<file path="config.mk">
export PLATFORM = sky130hd
export DESIGN_NAME = ptw_walker
export DESIGN_NICKNAME = d
export VERILOG_FILES = /design/src/rtl/ptw_pkg.sv /design/src/rtl/ptw_desc_eval.sv /design/src/rtl/ptw_addr_gen.sv /design/src/rtl/ptw_leaf_fmt.sv /design/src/rtl/ptw_walker.sv
export SDC_FILE = /design/constraint.sdc
export NUM_CORES = 1
export LEC_CHECK = 0
export BUFFER_PORTS_ARGS = -buffer_cell sky130_fd_sc_hd__buf_2
export CAP_MARGIN = 20
export CORE_MARGIN = 1
export CORE_UTILIZATION = 47
export DETAILED_ROUTE_END_ITERATION = 8
export HOLD_SLACK_MARGIN = 0.05
export MAX_ROUTING_LAYER = met4
export PLACE_DENSITY = 0.78
export SETUP_SLACK_MARGIN = 0.5
export SLEW_MARGIN = 20
export SYNTH_ARGS = -nofsm -noshare
export SYNTH_HDL_FRONTEND = slang
export SYNTH_SLANG_ARGS = --single-unit
</file>
<file path="constraint.sdc">
create_clock -name clk -period 3.2 [get_ports clk]
set_input_delay 0.32 -clock clk [delete_from_list [all_inputs] [get_ports clk]]
set_output_delay 0.32 -clock clk [all_outputs]
set_load 0.005 [all_outputs]
</file>
<file path="src/rtl/ptw_pkg.sv">
package ptw_pkg;
  localparam int DESC_W  = 32;
  localparam int PA_W    = 36;
  localparam int FC_W    = 10;
  localparam int BIT_REF = 5;
  localparam int BIT_MOD = 6;

  typedef enum logic [2:0] {
    ST_IDLE, ST_CTX, ST_L1, ST_L2, ST_L3, ST_WB, ST_DONE
  } walk_state_e;

  typedef enum logic [1:0] {
    ACT_DESCEND = 2'd0,
    ACT_LEAF    = 2'd1,
    ACT_FAULT   = 2'd2
  } desc_act_e;

  localparam logic [1:0] ET_INVALID = 2'd0;
  localparam logic [1:0] ET_TABLE   = 2'd1;
  localparam logic [1:0] ET_LEAF    = 2'd2;
  localparam logic [1:0] ET_RSVD    = 2'd3;

  localparam logic [2:0] FT_INVALID = 3'd1;
  localparam logic [2:0] FT_TRANSL  = 3'd4;

  localparam logic [1:0] SZ_4K   = 2'd0;
  localparam logic [1:0] SZ_256K = 2'd1;
  localparam logic [1:0] SZ_16M  = 2'd2;

  function automatic logic [PA_W-1:0] ctx_slot_addr(input logic [31:0] root,
                                                    input logic [31:0] ctx);
    return {root, 4'b0} + {2'b0, ctx, 2'b0};
  endfunction

  function automatic logic [PA_W-1:0] table_base(input logic [DESC_W-1:0] d);
    return {d[31:2], 6'b0};
  endfunction

  function automatic logic [PA_W-1:0] level_index(input logic [1:0] lvl,
                                                  input logic [31:0] va);
    case (lvl)
      2'd1:    return {26'b0, va[31:24], 2'b0};
      2'd2:    return {28'b0, va[23:18], 2'b0};
      2'd3:    return {28'b0, va[17:12], 2'b0};
      default: return '0;
    endcase
  endfunction

  function automatic logic [1:0] leaf_size(input logic [1:0] lvl);
    case (lvl)
      2'd1:    return SZ_16M;
      2'd2:    return SZ_256K;
      default: return SZ_4K;
    endcase
  endfunction

  function automatic logic [PA_W-1:0] phys_addr(input logic [DESC_W-1:0] pte,
                                                input logic [1:0] size,
                                                input logic [31:0] va);
    logic [PA_W-1:0] off;
    case (size)
      SZ_16M:  off = {12'b0, va[23:12], 12'b0};
      SZ_256K: off = {18'b0, va[17:12], 12'b0};
      default: off = '0;
    endcase
    return {pte[31:8], 12'b0} + off;
  endfunction

  function automatic logic [FC_W-1:0] fault_word(input logic [1:0] lvl,
                                                 input logic [2:0] ft);
    return {lvl, 3'b0, ft, 2'b0};
  endfunction

  function automatic logic needs_update(input logic [DESC_W-1:0] pte,
                                        input logic wr);
    return !pte[BIT_REF] || (wr && !pte[BIT_MOD]);
  endfunction

  function automatic logic [DESC_W-1:0] updated_pte(input logic [DESC_W-1:0] pte,
                                                    input logic wr);
    logic [DESC_W-1:0] v;
    v = pte;
    v[BIT_REF] = 1'b1;
    if (wr) v[BIT_MOD] = 1'b1;
    return v;
  endfunction
endpackage

</file>
<file path="src/rtl/ptw_desc_eval.sv">
module ptw_desc_eval
  import ptw_pkg::*;
(
  input  logic [1:0] level,
  input  logic [1:0] etype,
  input  logic       bus_err,
  output desc_act_e  act,
  output logic [2:0] ft
);
  always_comb begin
    act = ACT_FAULT;
    ft  = FT_TRANSL;
    if (!bus_err) begin
      case (etype)
        ET_INVALID: ft = FT_INVALID;
        ET_TABLE:   if (level != 2'd3) act = ACT_DESCEND;
        ET_LEAF:    if (level != 2'd0) act = ACT_LEAF;
        default:    ft = FT_TRANSL;
      endcase
    end
  end
endmodule

</file>
<file path="src/rtl/ptw_addr_gen.sv">
module ptw_addr_gen
  import ptw_pkg::*;
(
  input  logic [1:0]        next_level,
  input  logic [DESC_W-1:0] desc,
  input  logic [31:0]       va,
  output logic [PA_W-1:0]   addr
);
  always_comb addr = table_base(desc) + level_index(next_level, va);
endmodule

</file>
<file path="src/rtl/ptw_leaf_fmt.sv">
module ptw_leaf_fmt
  import ptw_pkg::*;
(
  input  logic [1:0]        level,
  input  logic [DESC_W-1:0] pte_in,
  input  logic [31:0]       va,
  input  logic              wr,
  output logic [1:0]        size,
  output logic [PA_W-1:0]   pa,
  output logic              wb_req,
  output logic [DESC_W-1:0] pte_upd
);
  always_comb begin
    size    = leaf_size(level);
    pa      = phys_addr(pte_in, size, va);
    wb_req  = needs_update(pte_in, wr);
    pte_upd = updated_pte(pte_in, wr);
  end
endmodule

</file>
<file path="src/rtl/ptw_walker.sv">
module ptw_walker
  import ptw_pkg::*;
#(
  parameter int CTX_W = 8
) (
  input  logic              clk,
  input  logic              rst_n,
  input  logic              start,
  input  logic [31:0]       ctx_root,
  input  logic [CTX_W-1:0]  ctx_num,
  input  logic [31:0]       vaddr,
  input  logic              is_write,
  output logic              busy,
  output logic              done,
  output logic              fault,
  output logic [FC_W-1:0]   fault_code,
  output logic [DESC_W-1:0] pte,
  output logic [1:0]        page_size,
  output logic [PA_W-1:0]   paddr,
  output logic              mem_req_valid,
  input  logic              mem_req_ready,
  output logic              mem_req_we,
  output logic [PA_W-1:0]   mem_req_addr,
  output logic [DESC_W-1:0] mem_req_wdata,
  input  logic              mem_rsp_valid,
  input  logic [DESC_W-1:0] mem_rsp_data,
  input  logic              mem_rsp_err
);
  localparam int CTX_PAD = 32 - CTX_W;

  walk_state_e       state_q;
  logic [31:0]       va_q;
  logic              wr_q;
  logic [PA_W-1:0]   fetch_addr_q;
  logic              issued_q;
  logic              res_fault_q;
  logic [FC_W-1:0]   res_code_q;
  logic [DESC_W-1:0] res_pte_q;
  logic [1:0]        res_size_q;
  logic [PA_W-1:0]   res_pa_q;

  logic [1:0]        cur_level;
  logic              fetching;
  logic              in_wb;
  logic              req_fire;
  logic              awaiting_rsp;
  logic              rsp_take;
  logic              walk_step;
  desc_act_e         act;
  logic [2:0]        ft;
  logic [PA_W-1:0]   next_addr;
  logic [1:0]        lf_size;
  logic [PA_W-1:0]   lf_pa;
  logic              lf_wb;
  logic [DESC_W-1:0] lf_upd;
  logic [31:0]       ctx_ext;

  always_comb begin
    case (state_q)
      ST_L1:   cur_level = 2'd1;
      ST_L2:   cur_level = 2'd2;
      ST_L3:   cur_level = 2'd3;
      default: cur_level = 2'd0;
    endcase
  end

  assign ctx_ext      = {{CTX_PAD{1'b0}}, ctx_num};
  assign fetching     = (state_q == ST_CTX) || (state_q == ST_L1) ||
                        (state_q == ST_L2)  || (state_q == ST_L3);
  assign in_wb        = (state_q == ST_WB);
  assign mem_req_valid = (fetching || in_wb) && !issued_q;
  assign mem_req_we    = in_wb;
  assign mem_req_addr  = fetch_addr_q;
  assign mem_req_wdata = in_wb ? res_pte_q : '0;
  assign req_fire     = mem_req_valid && mem_req_ready;
  assign awaiting_rsp = issued_q;
  assign rsp_take     = issued_q && mem_rsp_valid;
  assign walk_step    = rsp_take && fetching;

  ptw_desc_eval u_eval (
    .level  (cur_level),
    .etype  (mem_rsp_data[1:0]),
    .bus_err(mem_rsp_err),
    .act    (act),
    .ft     (ft)
  );

  ptw_addr_gen u_addr (
    .next_level(cur_level + 2'd1),
    .desc      (mem_rsp_data),
    .va        (va_q),
    .addr      (next_addr)
  );

  ptw_leaf_fmt u_leaf (
    .level  (cur_level),
    .pte_in (mem_rsp_data),
    .va     (va_q),
    .wr     (wr_q),
    .size   (lf_size),
    .pa     (lf_pa),
    .wb_req (lf_wb),
    .pte_upd(lf_upd)
  );

  always_ff @(posedge clk or negedge rst_n) begin
    if (!rst_n) begin
      state_q      <= ST_IDLE;
      va_q         <= '0;
      wr_q         <= 1'b0;
      fetch_addr_q <= '0;
      issued_q     <= 1'b0;
      res_fault_q  <= 1'b0;
      res_code_q   <= '0;
      res_pte_q    <= '0;
      res_size_q   <= '0;
      res_pa_q     <= '0;
    end else begin
      case (state_q)
        ST_IDLE: begin
          if (start) begin
            va_q         <= vaddr;
            wr_q         <= is_write;
            fetch_addr_q <= ctx_slot_addr(ctx_root, ctx_ext);
            issued_q     <= 1'b0;
            state_q      <= ST_CTX;
          end
        end
        ST_CTX, ST_L1, ST_L2, ST_L3: begin
          if (req_fire) issued_q <= 1'b1;
          if (walk_step) begin
            issued_q <= 1'b0;
            case (act)
              ACT_DESCEND: begin
                fetch_addr_q <= next_addr;
                case (state_q)
                  ST_CTX:  state_q <= ST_L1;
                  ST_L1:   state_q <= ST_L2;
                  default: state_q <= ST_L3;
                endcase
              end
              ACT_LEAF: begin
                res_fault_q <= 1'b0;
                res_code_q  <= '0;
                res_size_q  <= lf_size;
                res_pa_q    <= lf_pa;
                res_pte_q   <= lf_wb ? lf_upd : mem_rsp_data;
                state_q     <= lf_wb ? ST_WB : ST_DONE;
              end
              default: begin
                res_fault_q <= 1'b1;
                res_code_q  <= fault_word(cur_level, ft);
                res_size_q  <= '0;
                res_pa_q    <= '0;
                res_pte_q   <= '0;
                state_q     <= ST_DONE;
              end
            endcase
          end
        end
        ST_WB: begin
          if (req_fire) issued_q <= 1'b1;
          if (rsp_take) begin
            issued_q <= 1'b0;
            state_q  <= ST_DONE;
          end
        end
        default: state_q <= ST_IDLE;
      endcase
    end
  end

  assign busy       = (state_q != ST_IDLE);
  assign done       = (state_q == ST_DONE);
  assign fault      = res_fault_q;
  assign fault_code = res_code_q;
  assign pte        = res_pte_q;
  assign page_size  = res_size_q;
  assign paddr      = res_pa_q;
endmodule

</file>
==> metrics.log <==
[metrics] result of the run: finished with violations
[metrics] violated checks: setup timing
[metrics] global-route track usage on met3: 0.0629
[metrics] dominant synthesized flop cell: dfrtp_1
[metrics] skew final: 0.0100 ns
[metrics] combinational share of power: 0.514
[metrics] final standard cell utilization of the core: 0.676
[metrics] worst r2r path cells: 17
[metrics] final antenna-violating net count: 0
[metrics] relative slew slack: 0.404
[metrics] WS Path Type: flip-flop to flip-flop
[metrics] CTS H-tree depth: 4
[metrics] GP Congestion: 0.974
[metrics] data arrival time of the worst path: around 3.7 ns
[metrics] capture instance of the worst register-to-register path: mem_req_addr[32]
[metrics] total setup violations reported at the end of the flow: 30
[metrics] area share of the leading cell type in the synthesized netlist: 0.387
[metrics] area of the core region: 0.0165 mm2
[metrics] Reg2Reg Setup Slack: -0.17 ns
[metrics] clock latency on the worst-skew pair: ~0.43 ns
[metrics] netlist area before placement: 0.00789 mm2
[metrics] cells taking the most area after synthesis: dfrtp_1 (39%), nand2_1 (10%), ha_1 (4.9%)
[metrics] Endpoint, Worst Hold: va_q[19]
[metrics] number of antenna violations at the first check in global routing: 3
[metrics] Boundary Pins: between 200 and 300
[metrics] worst vdd rail ir drop: 520 uV
[metrics] highest clock frequency the design can meet: roughly 300 MHz
[metrics] fraction of final layout cells sized beyond drive strength 1: 0.384
[metrics] portion of total power attributed to the clock network: 0.220
[metrics] post-layout instance count excluding filler cells: roughly 1500
[metrics] wire length of the first global-routing pass: between 30000 and 40000 um
[metrics] Max clock buf depth: 2
[metrics] met1 track demand over resource in global routing: 0.353
[metrics] x dimension of the die: ~130 um
[metrics] layer with the highest usage: met2
[metrics] Worst Hold Launch: vaddr[19]
[metrics] unrepaired setup endpoints after global routing: true
[metrics] GRT Overall Usage: 0.293
[metrics] max capacitance violation total: 0
[metrics] final cycle utilization of the critical path: 1.05
[metrics] Mapped Avg Cell Area: 8.41 um2
[metrics] vias after detailed routing: around 8100
[metrics] P_leak: ~5.7 nW
[metrics] number of distinct library cell variants in the gate-level netlist after synthesis: between 60 and 70
[metrics] clk root buf: clkbuf_16
[metrics] Initial Util: 0.479
[metrics] average detailed-routed wire length per instance: between 15 and 20 um
[metrics] via count of the first global-routing pass: 7370
[metrics] # nets final: ~1400
[metrics] kind of end point of the critical path: flip-flop
[metrics] setup slack after layout: -0.168 ns
[metrics] synthesis-to-layout area growth: 41.2%
[metrics] Critical path buffers and inverters: 3
[metrics] cell at the slowest stage of the critical path: dfrtp_2
[metrics] post-synthesis async set-or-reset flop share: 1.00
[metrics] Min-Delay Path Depth: 3
[metrics] transition time of the tightest slew-check pin: a little under 0.9 ns
[metrics] half-perimeter wire length after detailed placement: about 18000 um
[metrics] maximum number of pins on one net before global-route repair: 68
[metrics] Int Power: 5.26 mW
[metrics] Site Rows: 47
[metrics] sequential fraction of the synthesis area: 0.387
[metrics] vertical extent of the die: 132 um
[metrics] Post-route DRC: 0
[metrics] worst min-delay path class: input port to flip-flop
[metrics] met2 Use GR: 0.486
[metrics] count of final max-slew check failures: 0
[metrics] number of failing hold endpoints at the final stage: 0
[metrics] setup slack at placement: -0.228 ns
[metrics] delay of the slowest cell on the worst path: 0.44 ns
[metrics] library cell with the highest instance count after synthesis: nand2_1
[metrics] Clk pin slew, worst setup/hold paths: roughly 0.050 ns
[metrics] count of mapped cells out of synthesis: 938
[metrics] top post-synthesis cells by count: nand2_1 (218), dfrtp_1 (122), nand3_1 (55)
[metrics] worst r2r src: state_q[2]
[metrics] Max FO, Critical Path: 4
[metrics] clk sinks: around 120
[metrics] minimum clock period after layout: between 3 and 4 ns
[metrics] Die ar.: about 0.017 mm2
[metrics] startpoint kind of the worst setup timing path: flip-flop
[metrics] Sw Pwr: ~3.5 mW
[metrics] clock tree from TritonCTS: built
[metrics] total grt overflow: 0
[metrics] Flop pwr share: 0.266
[metrics] IO buf count: ~230
[metrics] number of synthesized register bits: between 100 and 150
[metrics] switch share: 0.397
[metrics] CP delay by family, top: compound AO/OA/AOI/OAI gates
[metrics] DRC marker count from the first detailed-route iteration: 699
[metrics] vias per std cell: 5.57
[metrics] power per unit of standard cell area: 783 mW/mm2
[metrics] count of flip-flops with a built-in enable after synthesis: 0
[metrics] cell taking the most area after synthesis: dfrtp_1
[metrics] total of warnings raised by yosys: 0
[metrics] WL final: ~26000 um
[metrics] crit path cell chain: buf_4 -> a21oi_4 -> ha_4 -> and2_4 -> a221oi_2 -> nor2_1 -> ha_2 -> inv_2 -> fa_2 -> nor2b_4 -> o31a_1 -> nand4_1 -> buf_6 -> nor2_2 -> xnor2_1 -> nor3_1 -> a221o_1
[metrics] TritonCTS Buffers: 17
[metrics] first-pass detailed-route iteration total: 5
[metrics] # placed instances: between 1000 and 1500
[metrics] Required @ worst endpoint: ~3.5 ns
## power groups by stage
stage / Combinational (mW) / Clock [mW] / Sequential [mW]
2_1_floorplan: 2.23 / 0 / 2.27
3_3_place_gp: 3.32 / 0 / 2.31
3_5_place_dp: 3.41 / 0 / 2.32
4_1_cts: 3.76 / 1.92 / 2.30
5_1_grt: 4.83 / 2.00 / 2.37
6_report: 4.48 / 1.92 / 2.32
## timing repair
action | 4_1_cts | 5_1_grt
setup buffers | 17 | 18
cloned | 0 | 2
setup endpoints to repair | 58 | 99
resized for setup | 46 | 113
hold buffers | 1 | 0
hold endpoints to repair | 26 | 0
pin swaps | 44 | 76
## sequential cells by signal (all words and copies together), names as in the netlist
signal,cells
mem_req_addr,34
pte,32
wr_q,1
va_q,20
fault_code,4
fault,1
state_q,3
page_size,2
awaiting_rsp,1
paddr,24
## routing by layer
layer | up-vias | part of all wire
li1 | 3749 | -
met1 | 3887 | 0.40
met2 | 388 | 0.49
met3 | 65 | 0.081
met4 | 0 | 0.032
met5 | - | 0
## tightest hold or removal path: cells and delay by family
kind	cells	cell delay, ns
buf+inv	1	0.07
simple gates	2	0.08
## how the worst max path moves through the flow
| stage | end | slack, ns | start | cells after the start |
|---|---|---|---|---|
| 2_1_floorplan | paddr[29] | -0.006 | state_q[1] | 16 |
| 3_3_place_gp | paddr[29] | -0.11 | state_q[1] | 13 |
| 3_5_place_dp | paddr[32] | -0.23 | state_q[1] | 16 |
| 4_1_cts | mem_req_addr[32] | -0.10 | state_q[1] | 16 |
| 5_1_grt | mem_req_addr[32] | -0.32 | state_q[2] | 17 |
| 6_report | mem_req_addr[32] | -0.17 | state_q[2] | 17 |
## logic make-up (layout without fill, tap and decap cells)
| group | after synthesis | count (layout) | synth area share |
|---|---|---|---|
| multiplexers | 2 | 2 | 0.00254 |
| adder cells (fa/ha/maj) | 35 | 35 | 0.0580 |
| other | 1 | 23 | 0.000475 |
| AND/OR/NAND/NOR | 441 | 442 | 0.265 |
| flip-flops | 122 | 122 | 0.387 |
| buffers and inverters | 97 | 368 | 0.0609 |
| AO/OA/AOI/OAI | 166 | 166 | 0.144 |
| XOR/XNOR | 74 | 74 | 0.0821 |
## cell type report
type	count	area [um2]
diodes	3	7.51
clock buffers	23	458
clock inverters	8	120
fillers	1260	5330
inverters	20	80.1
multi-input cells	739	5170
flip-flops and latches	122	3060
well taps	220	275
repair buffers	317	1970
## per-stage QoR
| stage | setup TNS, ns | total power [mW] | area (um2) | hold WS, ns |
|---|---|---|---|---|
| 2_1_floorplan | -0.0189 | 4.50 | 8080 | 0.0244 |
| 3_3_place_gp | -1.05 | 5.63 | 9510 | 0.447 |
| 3_5_place_dp | -3.17 | 5.73 | 9510 | 0.460 |
| 4_1_cts | -0.535 | 7.98 | 10500 | 0.0751 |
| 5_1_grt | -7.07 | 9.19 | 11100 | 0.0734 |
| 6_report | -2.49 | 8.72 | 11100 | 0.0750 |
## layout by cell type (no fill, tap or decap), types with 7 or more instances in the layout
cell       instances
and3_1            44
a21oi_1           25
buf_4             59
ha_1              18
nand4_1           16
o31ai_1            9
and2_1            11
ha_4              11
xnor2_1           35
o21ai_0           13
nor2_2             9
buf_2            230
clkbuf_16         18
inv_1             16
conb_1            20
nand2_1          210
nor3_1            12
nand3_1           49
buf_6             21
o21ai_1           39
nor2_1            25
dfrtp_1          120
nand2_2            8
a21o_1             7
xor2_1            27
No activity file was read; power rests on OpenSTA's default activity.
